--- src/rtl/wdt_pkg.sv ---
package wdt_pkg;
  localparam int NCH    = 3;
  localparam int DATA_W = 16;
  localparam int LANES  = DATA_W / 8;
  localparam int ADDR_W = 4;

  localparam logic [1:0] WIN_MISC = 2'd3;
  localparam logic [1:0] SUB_CNT  = 2'd0;
  localparam logic [1:0] SUB_LIM  = 2'd1;
  localparam logic [1:0] SUB_STAT = 2'd2;
  localparam logic [1:0] SUB_MASK = 2'd0;
  localparam logic [1:0] SUB_SUMM = 2'd1;

  typedef struct packed {
    logic [NCH-1:0]   limWr;
    logic [NCH-1:0]   kick;
    logic [LANES-1:0] lane;
    logic             maskWr;
    logic             rdEn;
    logic [1:0]       win;
    logic [1:0]       sub;
    logic             tick;
  } wdtStrb_t;
endpackage

--- src/rtl/wdt_ctrl.sv ---
module wdt_ctrl
  import wdt_pkg::*;
#(
  parameter int TICK_DIV  = 10_000_000,
  parameter int RST_PULSE = 16
) (
  input  logic              clk,
  input  logic              rstN,
  input  logic              busSel,
  input  logic              busWrite,
  input  logic [ADDR_W-1:0] busAddr,
  input  logic [LANES-1:0]  busBe,
  input  logic [NCH-1:1]    expEvt,
  input  logic              expCh0,
  input  logic [NCH-1:0]    maskQ,
  output wdtStrb_t          strb,
  output logic [NCH-1:0]    actOut
);
  localparam int PW = $clog2(TICK_DIV + 1);
  localparam int QW = $clog2(RST_PULSE + 1);

  logic [PW-1:0] preCnt;
  logic          tick;
  logic [1:0]    win, sub;

  assign win  = busAddr[3:2];
  assign sub  = busAddr[1:0];
  assign tick = (preCnt == PW'(TICK_DIV - 1));

  always_ff @(posedge clk or negedge rstN) begin
    if (!rstN)     preCnt <= '0;
    else if (tick) preCnt <= '0;
    else           preCnt <= preCnt + PW'(1);
  end

  always_comb begin
    strb        = '0;
    strb.lane   = busBe;
    strb.tick   = tick;
    strb.win    = win;
    strb.sub    = sub;
    strb.rdEn   = busSel && !busWrite;
    strb.maskWr = busSel && busWrite && (win == WIN_MISC) && (sub == SUB_MASK) && busBe[0];
    for (int k = 0; k < NCH; k++) begin
      strb.limWr[k] = busSel && busWrite && (win == 2'(k)) && (sub == SUB_LIM) && (|busBe);
      strb.kick[k]  = busSel && !busWrite && (win == 2'(k)) && (sub == SUB_CNT);
    end
  end

  // channel 0: level interrupt; channels 1 and 2: fixed-length reset pulses
  assign actOut[0] = expCh0 && !maskQ[0];

  for (genvar k = 1; k < NCH; k++) begin : g_pulse
    logic [QW-1:0] pulseCnt;
    always_ff @(posedge clk or negedge rstN) begin
      if (!rstN)
        pulseCnt <= '0;
      else if (expEvt[k] && !maskQ[k] && (pulseCnt == '0))
        pulseCnt <= QW'(RST_PULSE);
      else if (pulseCnt != '0)
        pulseCnt <= pulseCnt - QW'(1);
    end
    assign actOut[k] = (pulseCnt != '0);
  end
endmodule

--- src/rtl/wdt_datapath.sv ---
module wdt_datapath
  import wdt_pkg::*;
(
  input  logic              clk,
  input  logic              rstN,
  input  wdtStrb_t          strb,
  input  logic [DATA_W-1:0] busWdata,
  output logic [DATA_W-1:0] busRdata,
  output logic [NCH-1:0]    expEvt,
  output logic [NCH-1:0]    runV,
  output logic [NCH-1:0]    expV,
  output logic [NCH-1:0]    maskQ
);
  logic [DATA_W-1:0] cntV [NCH];
  logic [DATA_W-1:0] limV [NCH];

  for (genvar k = 0; k < NCH; k++) begin : g_ch
    logic [DATA_W-1:0] cnt, lim, limNext;
    logic              run, expd;

    always_comb begin
      limNext = lim;
      for (int b = 0; b < LANES; b++)
        if (strb.lane[b]) limNext[b*8 +: 8] = busWdata[b*8 +: 8];
    end

    assign expEvt[k] = strb.tick && run && !strb.limWr[k] && !strb.kick[k]
                       && (cnt <= DATA_W'(1));

    always_ff @(posedge clk or negedge rstN) begin
      if (!rstN) begin
        cnt  <= DATA_W'(1);
        lim  <= DATA_W'(1);
        run  <= 1'b0;
        expd <= 1'b0;
      end else if (strb.limWr[k]) begin
        lim  <= limNext;
        cnt  <= limNext;
        run  <= 1'b1;
        expd <= 1'b0;
      end else if (strb.kick[k]) begin
        cnt <= lim;
      end else if (strb.tick && run) begin
        if (cnt <= DATA_W'(1)) begin
          cnt  <= '0;
          run  <= 1'b0;
          expd <= 1'b1;
        end else begin
          cnt <= cnt - DATA_W'(1);
        end
      end
    end

    assign cntV[k] = cnt;
    assign limV[k] = lim;
    assign runV[k] = run;
    assign expV[k] = expd;
  end

  logic [NCH-1:0] maskR;
  always_ff @(posedge clk or negedge rstN) begin
    if (!rstN)            maskR <= '0;
    else if (strb.maskWr) maskR <= busWdata[NCH-1:0];
  end
  assign maskQ = maskR;

  always_comb begin
    busRdata = '0;
    if (strb.rdEn) begin
      if (strb.win == WIN_MISC) begin
        case (strb.sub)
          SUB_MASK: busRdata = DATA_W'(maskR);
          SUB_SUMM: busRdata = DATA_W'(expV);
          default:  busRdata = '0;
        endcase
      end else begin
        for (int k = 0; k < NCH; k++) begin
          if (strb.win == 2'(k)) begin
            case (strb.sub)
              SUB_CNT:  busRdata = cntV[k];
              SUB_LIM:  busRdata = limV[k];
              SUB_STAT: busRdata = DATA_W'({expV[k], runV[k]});
              default:  busRdata = '0;
            endcase
          end
        end
      end
    end
  end
endmodule

--- src/rtl/tri_watchdog.sv ---
module tri_watchdog
  import wdt_pkg::*;
#(
  parameter int TICK_DIV  = 10_000_000,
  parameter int RST_PULSE = 16
) (
  input  logic        clk,
  input  logic        rstN,
  input  logic        busSel,
  input  logic        busWrite,
  input  logic [3:0]  busAddr,
  input  logic [1:0]  busBe,
  input  logic [15:0] busWdata,
  output logic [15:0] busRdata,
  output logic        irqOut,
  output logic        cpuRstOut,
  output logic        sysRstOut
);
  wdtStrb_t       strb;
  logic [NCH-1:0] expEvt, runV, expV, maskQ, actOut;

  wdt_ctrl #(.TICK_DIV(TICK_DIV), .RST_PULSE(RST_PULSE)) ctrl_i (
    .clk(clk), .rstN(rstN), .busSel(busSel), .busWrite(busWrite),
    .busAddr(busAddr), .busBe(busBe), .expEvt(expEvt[NCH-1:1]),
    .expCh0(expV[0]), .maskQ(maskQ), .strb(strb), .actOut(actOut)
  );

  wdt_datapath dp_i (
    .clk(clk), .rstN(rstN), .strb(strb), .busWdata(busWdata),
    .busRdata(busRdata), .expEvt(expEvt), .runV(runV), .expV(expV),
    .maskQ(maskQ)
  );

  assign irqOut    = actOut[0];
  assign cpuRstOut = actOut[1];
  assign sysRstOut = actOut[2];
endmodule

--- config.mk ---
export PLATFORM = sky130hd
export DESIGN_NAME = tri_watchdog
export DESIGN_NICKNAME = d
export VERILOG_FILES = /design/src/rtl/wdt_pkg.sv /design/src/rtl/wdt_ctrl.sv /design/src/rtl/wdt_datapath.sv /design/src/rtl/tri_watchdog.sv
export SDC_FILE = /design/constraint.sdc
export NUM_CORES = 1
export LEC_CHECK = 0
export CORE_MARGIN = 2
export CORE_UTILIZATION = 55
export CTS_CLUSTER_DIAMETER = 40
export CTS_CLUSTER_SIZE = 25
export DETAILED_ROUTE_END_ITERATION = 10
export HOLD_SLACK_MARGIN = 0.05
export PLACE_DENSITY = 0.81
export SYNTH_ARGS = -nofsm -noshare
export SYNTH_HDL_FRONTEND = slang
export SYNTH_SLANG_ARGS = --single-unit
--- constraint.sdc ---
create_clock -name clk -period 2.1 [get_ports clk]
set_clock_uncertainty 0.05 [all_clocks]
set_input_delay 0.42 -clock clk [delete_from_list [all_inputs] [get_ports clk]]
set_output_delay 0.42 -clock clk [all_outputs]
set_load 0.01 [all_outputs]
==> run metrics, run 1 <==
Starting Density 0.557; register area share after synthesis 0.415; worst setup endpoint GRT busRdata[6]; Post-synth EDFFs 0; Rows 45; Stopped at global routing; clock sink total 139; share of flip-flops with an asynchronous set or reset 1.00; Ys Warns 0; CTS max path bufs 2; error msg [ERROR GRT-0232] Routing congestion too high. Check the congestion heatmap in the GUI.; number of H-tree levels 4; Num CTS Buffers 17; post-synthesis cell area 8410 sq um; Yosys reg bits 139; Area after DPL 10900 sq um; GRT Util Overall 0.737; ys flop type dfrtp_1; largest net degree at the start of global routing 48; die extent in x 128 um; detailed placer's ending HPWL 21.3 mm; status stopped before the end; Mapped Cells 855; Avg Synthesized Cell Area 9.83 sq um; Cell variety after synth 74; net count of the mapped netlist 890; Overflow after GRT 32; root buffer cell clkbuf_16; buffers added on ports between 40 and 50; WEP type output port; placer congestion estimate 0.976; Die H about 130 um; I/O pin count 45
==> synth_stat cells (12+ instances only) <==
cell type / number / share of area
or3_1: 12 / 0.0089
clkbuf_1: 26 / 0.012
mux2i_1: 22 / 0.026
inv_1: 23 / 0.010
mux2_2: 52 / 0.070
a21oi_1: 28 / 0.017
nand4_1: 13 / 0.0097
nor4_1: 17 / 0.013
nand2_1: 48 / 0.021
nor2_1: 66 / 0.029
o21ai_0: 53 / 0.032
xnor2_1: 13 / 0.014
o22ai_1: 18 / 0.013
buf_2: 23 / 0.014
dfrtp_1: 133 / 0.40
nand3_1: 18 / 0.011
a22o_1: 32 / 0.033
a22oi_1: 41 / 0.037
nor3_1: 24 / 0.014
==> kinds of logic after synthesis <==
logic type | count (synthesis) | synth area share
DFF | 139 | 0.415
buffers and inverters | 74 | 0.0373
adders and majority gates | 9 | 0.0134
muxes | 81 | 0.115
AOI/OAI and AO/OA | 268 | 0.229
and+or+nand+nor | 260 | 0.166
xor gates and xnor gates | 24 | 0.0250
==> per-stage QoR <==
step                      std cells  setup TNS [ns]  hold slack [ns]   util  setup WS (ns)
after global placement         1272          -80.61            0.336  0.722          -1.01
after floorplan                 855           -2.98           0.0744      -         -0.195
after detailed placement       1272          -85.77            0.337  0.722          -1.08
after CTS                      1390           -6.53            0.421  0.858         -0.323
==> routing by layer <==
layer	overflow	GRT usage
met2	8	0.906
met1	1	0.738
met3	1	0.572
met4	22	0.756
met5	0	0.198
==> timing repair <==
action,4_1_cts
hold endpoints to repair,42
pin swaps,89
resized for setup,282
buffers inserted,76
endpoints found under the setup margin,121
hold buffers,1
gates cloned,10
==> run 2, diff against run 1 <==
--- a/config.mk
+++ b/config.mk
@@ -6,12 +6,9 @@
 export NUM_CORES = 1
 export LEC_CHECK = 0
 export CORE_MARGIN = 2
-export CORE_UTILIZATION = 55
-export CTS_CLUSTER_DIAMETER = 40
-export CTS_CLUSTER_SIZE = 25
+export CORE_UTILIZATION = 40
 export DETAILED_ROUTE_END_ITERATION = 10
-export HOLD_SLACK_MARGIN = 0.05
-export PLACE_DENSITY = 0.81
+export PLACE_DENSITY_LB_ADDON = 0.15
 export SYNTH_ARGS = -nofsm -noshare
 export SYNTH_HDL_FRONTEND = slang
 export SYNTH_SLANG_ARGS = --single-unit
==> constraint.sdc (replaced) <==
create_clock -name clk -period 2.7 [get_ports clk]
set_clock_uncertainty 0.05 [all_clocks]
set_input_delay 0.54 -clock clk [delete_from_list [all_inputs] [get_ports clk]]
set_output_delay 0.54 -clock clk [all_outputs]
set_load 0.01 [all_outputs]
==> run metrics, run 2 <==
placer congestion estimate 0.904 (-7.4%); Crit Path Class reg -> out; Final Hold Vio Count 0; Overflow after GRT 0; share of flip-flops with an asynchronous set or reset 1.00 (unchanged); beginning of the worst hold path ctrl_i.g_pulse[2].pulseCnt[3]$_DFFE_PN0P_; register area share after synthesis 0.415 (unchanged); commonest cells after routing, fill and taps aside 131 x buf_4, 128 x dfrtp_1, 64 x nor2_1; initial DRC count 652; pwr dens between 700 and 800 nW/um^2; hold_ws about 0.42 ns; Pre-Repair DR Iteration Count 7; Post-DRT Antenna Nets 0; reg2reg setup slack between 0.2 and 0.25 ns; Starting Density 0.404 (-0.153); RSZ-0062 raised after global routing no; Die H 149 um (+17%); P_int 5010 uW; critical path launch point type flop; Reg clk slew, reported paths 0.06 ns; DR DRC count 0; post-synth top area share 0.396 (unchanged); crit path DAT ~2.1 ns; vias in the first global route 7409; Req. time, crit path 2.11 ns; first-pass GRT wire length 43.0 mm; fmax ~0.38 GHz; Avg Synthesized Cell Area 9.83 sq um (unchanged); largest net degree at the start of global routing 57; CP max stage cell dfrtp_1; Setup crit end kind primary output; layout overhead on the synthesized area 27.8%; # fillers 1979; number of H-tree levels 4 (unchanged); TritonCTS clock tree yes; DR WL/cell 21.2 um; status complete, no violations; top cells by area, synth dfrtp_1 40%, mux2_2 7.0%, a22oi_1 3.7%; Max Slew Vio Count 0; worst-skew pair later-pin latency 0.43 ns; detailed placer's ending HPWL 20.8 mm (-2.4%); Rows 53 (+18%); die area 22200 sq um; Mapped Cells 855 (unchanged); cells along the critical path mux2i_1 -> o32ai_1 -> a221oi_1 -> nor2_1 -> buf_4 -> clkdlybuf4s15_1; cell taking the most area after synthesis dfrtp_1; ys flop type dfrtp_1; placed insts 1254 (-1.4%); crit share post-route 0.987; RR Startpoint dp_i.g_ch[2].cnt[5]$_DFFE_PN0P_; Switching Share 0.357; FF-to-FF End dp_i.g_ch[2].cnt[1]$_DFFE_PN0P_; crit-path max cell delay 0.51 ns; Synth top cells by count 133 x dfrtp_1, 66 x nor2_1, 53 x o21ai_0; r2r worst-path depth 6; commonest non-fill, non-tap cell in the layout buf_4; area of the core 20800 sq um; fraction of layout cells with a size suffix above 1 0.281; FF+latch area ~3500 sq um; Final Net Count around 1000; total power 7790 uW; maxcap violations 0; switching power 2780 uW; top-count cell post-synth dfrtp_1; I/O pin count 45 (unchanged); CP max FO 9; LEAKAGE approximately 0.0046 uW; initial antenna violation count 1; buffers added on ports 44 (unchanged); Flop pwr share 0.388; Clk pwr share 0.314; Via Count 7837; number of vias per cell 6.05; post-synthesis cell area 8410 sq um (unchanged); Slew @ Worst Pin 0.774 ns; die extent in x 149 um (+17%); worst hold path endpoint ctrl_i.g_pulse[2].pulseCnt[3]$_DFFE_PN0P_; total wire length 27.4 mm; GRT Util Overall 0.255; Num CTS Buffers 17 (unchanged); CTS max path bufs 2 (unchanged); multi-input logic area 4690 sq um; Post-synth EDFFs 0 (unchanged); final setup vio count 0; Rel. slew slack 0.480; Max VDD drop 0.000360 V; Cell variety after synth 74 (unchanged); Yosys reg bits 139 (unchanged); fin cells between 1000 and 1500; clock sink total 139 (unchanged); Min-Delay Path Class reg -> reg; Top Registers dp_i.g_ch.cnt (48), dp_i.g_ch.lim (48), ctrl_i.preCnt (24); worst hold stages 1; Core Util, Final 0.516; root buffer cell clkbuf_16; Setup TNS 0 ns; post-layout minimum cycle time 2.66 ns; number of antenna diodes 0; net count of the mapped netlist 890 (unchanged); Ys Warns 0 (unchanged); combinational power share 0.298
-- run 2: cell counts after synthesis --
No cell type changed its count.
-- run 2: power groups by stage --
| stage | Sequential [uW] | Combinational (uW) | Clock [uW] |
|---|---|---|---|
| final | 3020 | 2320 | 2450 |
| after global routing | 3070 | 2540 | 2570 |
| after CTS | 3000 | 2300 | 2490 |
| after detailed placement | 3060 | 2180 | 0 |
| after global placement | 3080 | 2150 | 0 |
| after floorplan | 2800 | 1520 | 0 |
-- run 2: cell type report --
cell class | count | share of cell area
Multi-Input combinational cell | 642 | 0.437
Sequential cell | 139 | 0.325
Timing Repair Buffer | 184 | 0.142
Clock buffer | 20 | 0.0407
Tap cell | 275 | 0.0320
Clock inverter | 12 | 0.0155
Inverter | 23 | 0.00804
-- run 2: logic make-up after synthesis --
family,Yosys count,share of synthesized area
adders and majority gates,9,0.0134
and+or+nand+nor,260,0.166
DFF,139,0.415
muxes,81,0.115
AOI/OAI and AO/OA,268,0.229
buffers and inverters,74,0.0373
xor gates and xnor gates,24,0.0250
-- run 2: repair_timing --
item	4_1_cts	5_1_grt
setup buffers	8	0
cloned	0	0
endpoints found under the setup margin	37	16
hold buffers	1	0
resized for setup	71	19
pin swaps	7	8
endpoints found under the hold margin	17	0
-- run 2: how the worst max path moves through the flow --
| stage | endpoint | slack (ns) | start |
|---|---|---|---|
| floorplan | busRdata[4] | 0.17 | busAddr[3] |
| global placement | busRdata[15] | -0.70 | busAddr[2] |
| detailed placement | busRdata[7] | -0.69 | busAddr[1] |
| CTS | busRdata[2] | 0.0002 | busAddr[0] |
| global route | busRdata[3] | 0.004 | dp_i.g_ch[2].cnt[3]$_DFFE_PN0P_ |
| finish | busRdata[3] | 0.04 | dp_i.g_ch[2].cnt[3]$_DFFE_PN0P_ |
-- run 2: metrics by stage --
step                      cell area (sq um)  setup WS, ns
after floorplan                        8410         0.175
final                                 10700        0.0358
after global routing                  10700       0.00370
after CTS                             10700      0.000210
after detailed placement              10000        -0.693
after global placement                10000        -0.699
-- run 2: critical path: cells and delay by family (launching register included) --
kind,cells,cell delay [ns]
DFF,1,0.51
muxes,1,0.34
and+or+nand+nor,1,0.07
buffers and inverters,2,0.37
AOI/OAI and AO/OA,2,0.36
-- run 2: routing by layer --
metal	GRT usage	part of all wire	wire (um)
met1	0.365	0.47	12800
met3	0.0498	0.057	1570
met4	0.0805	0.028	767
met2	0.388	0.45	12300
met5	0	0.00051	14
(Power assumes the default switching activity.)
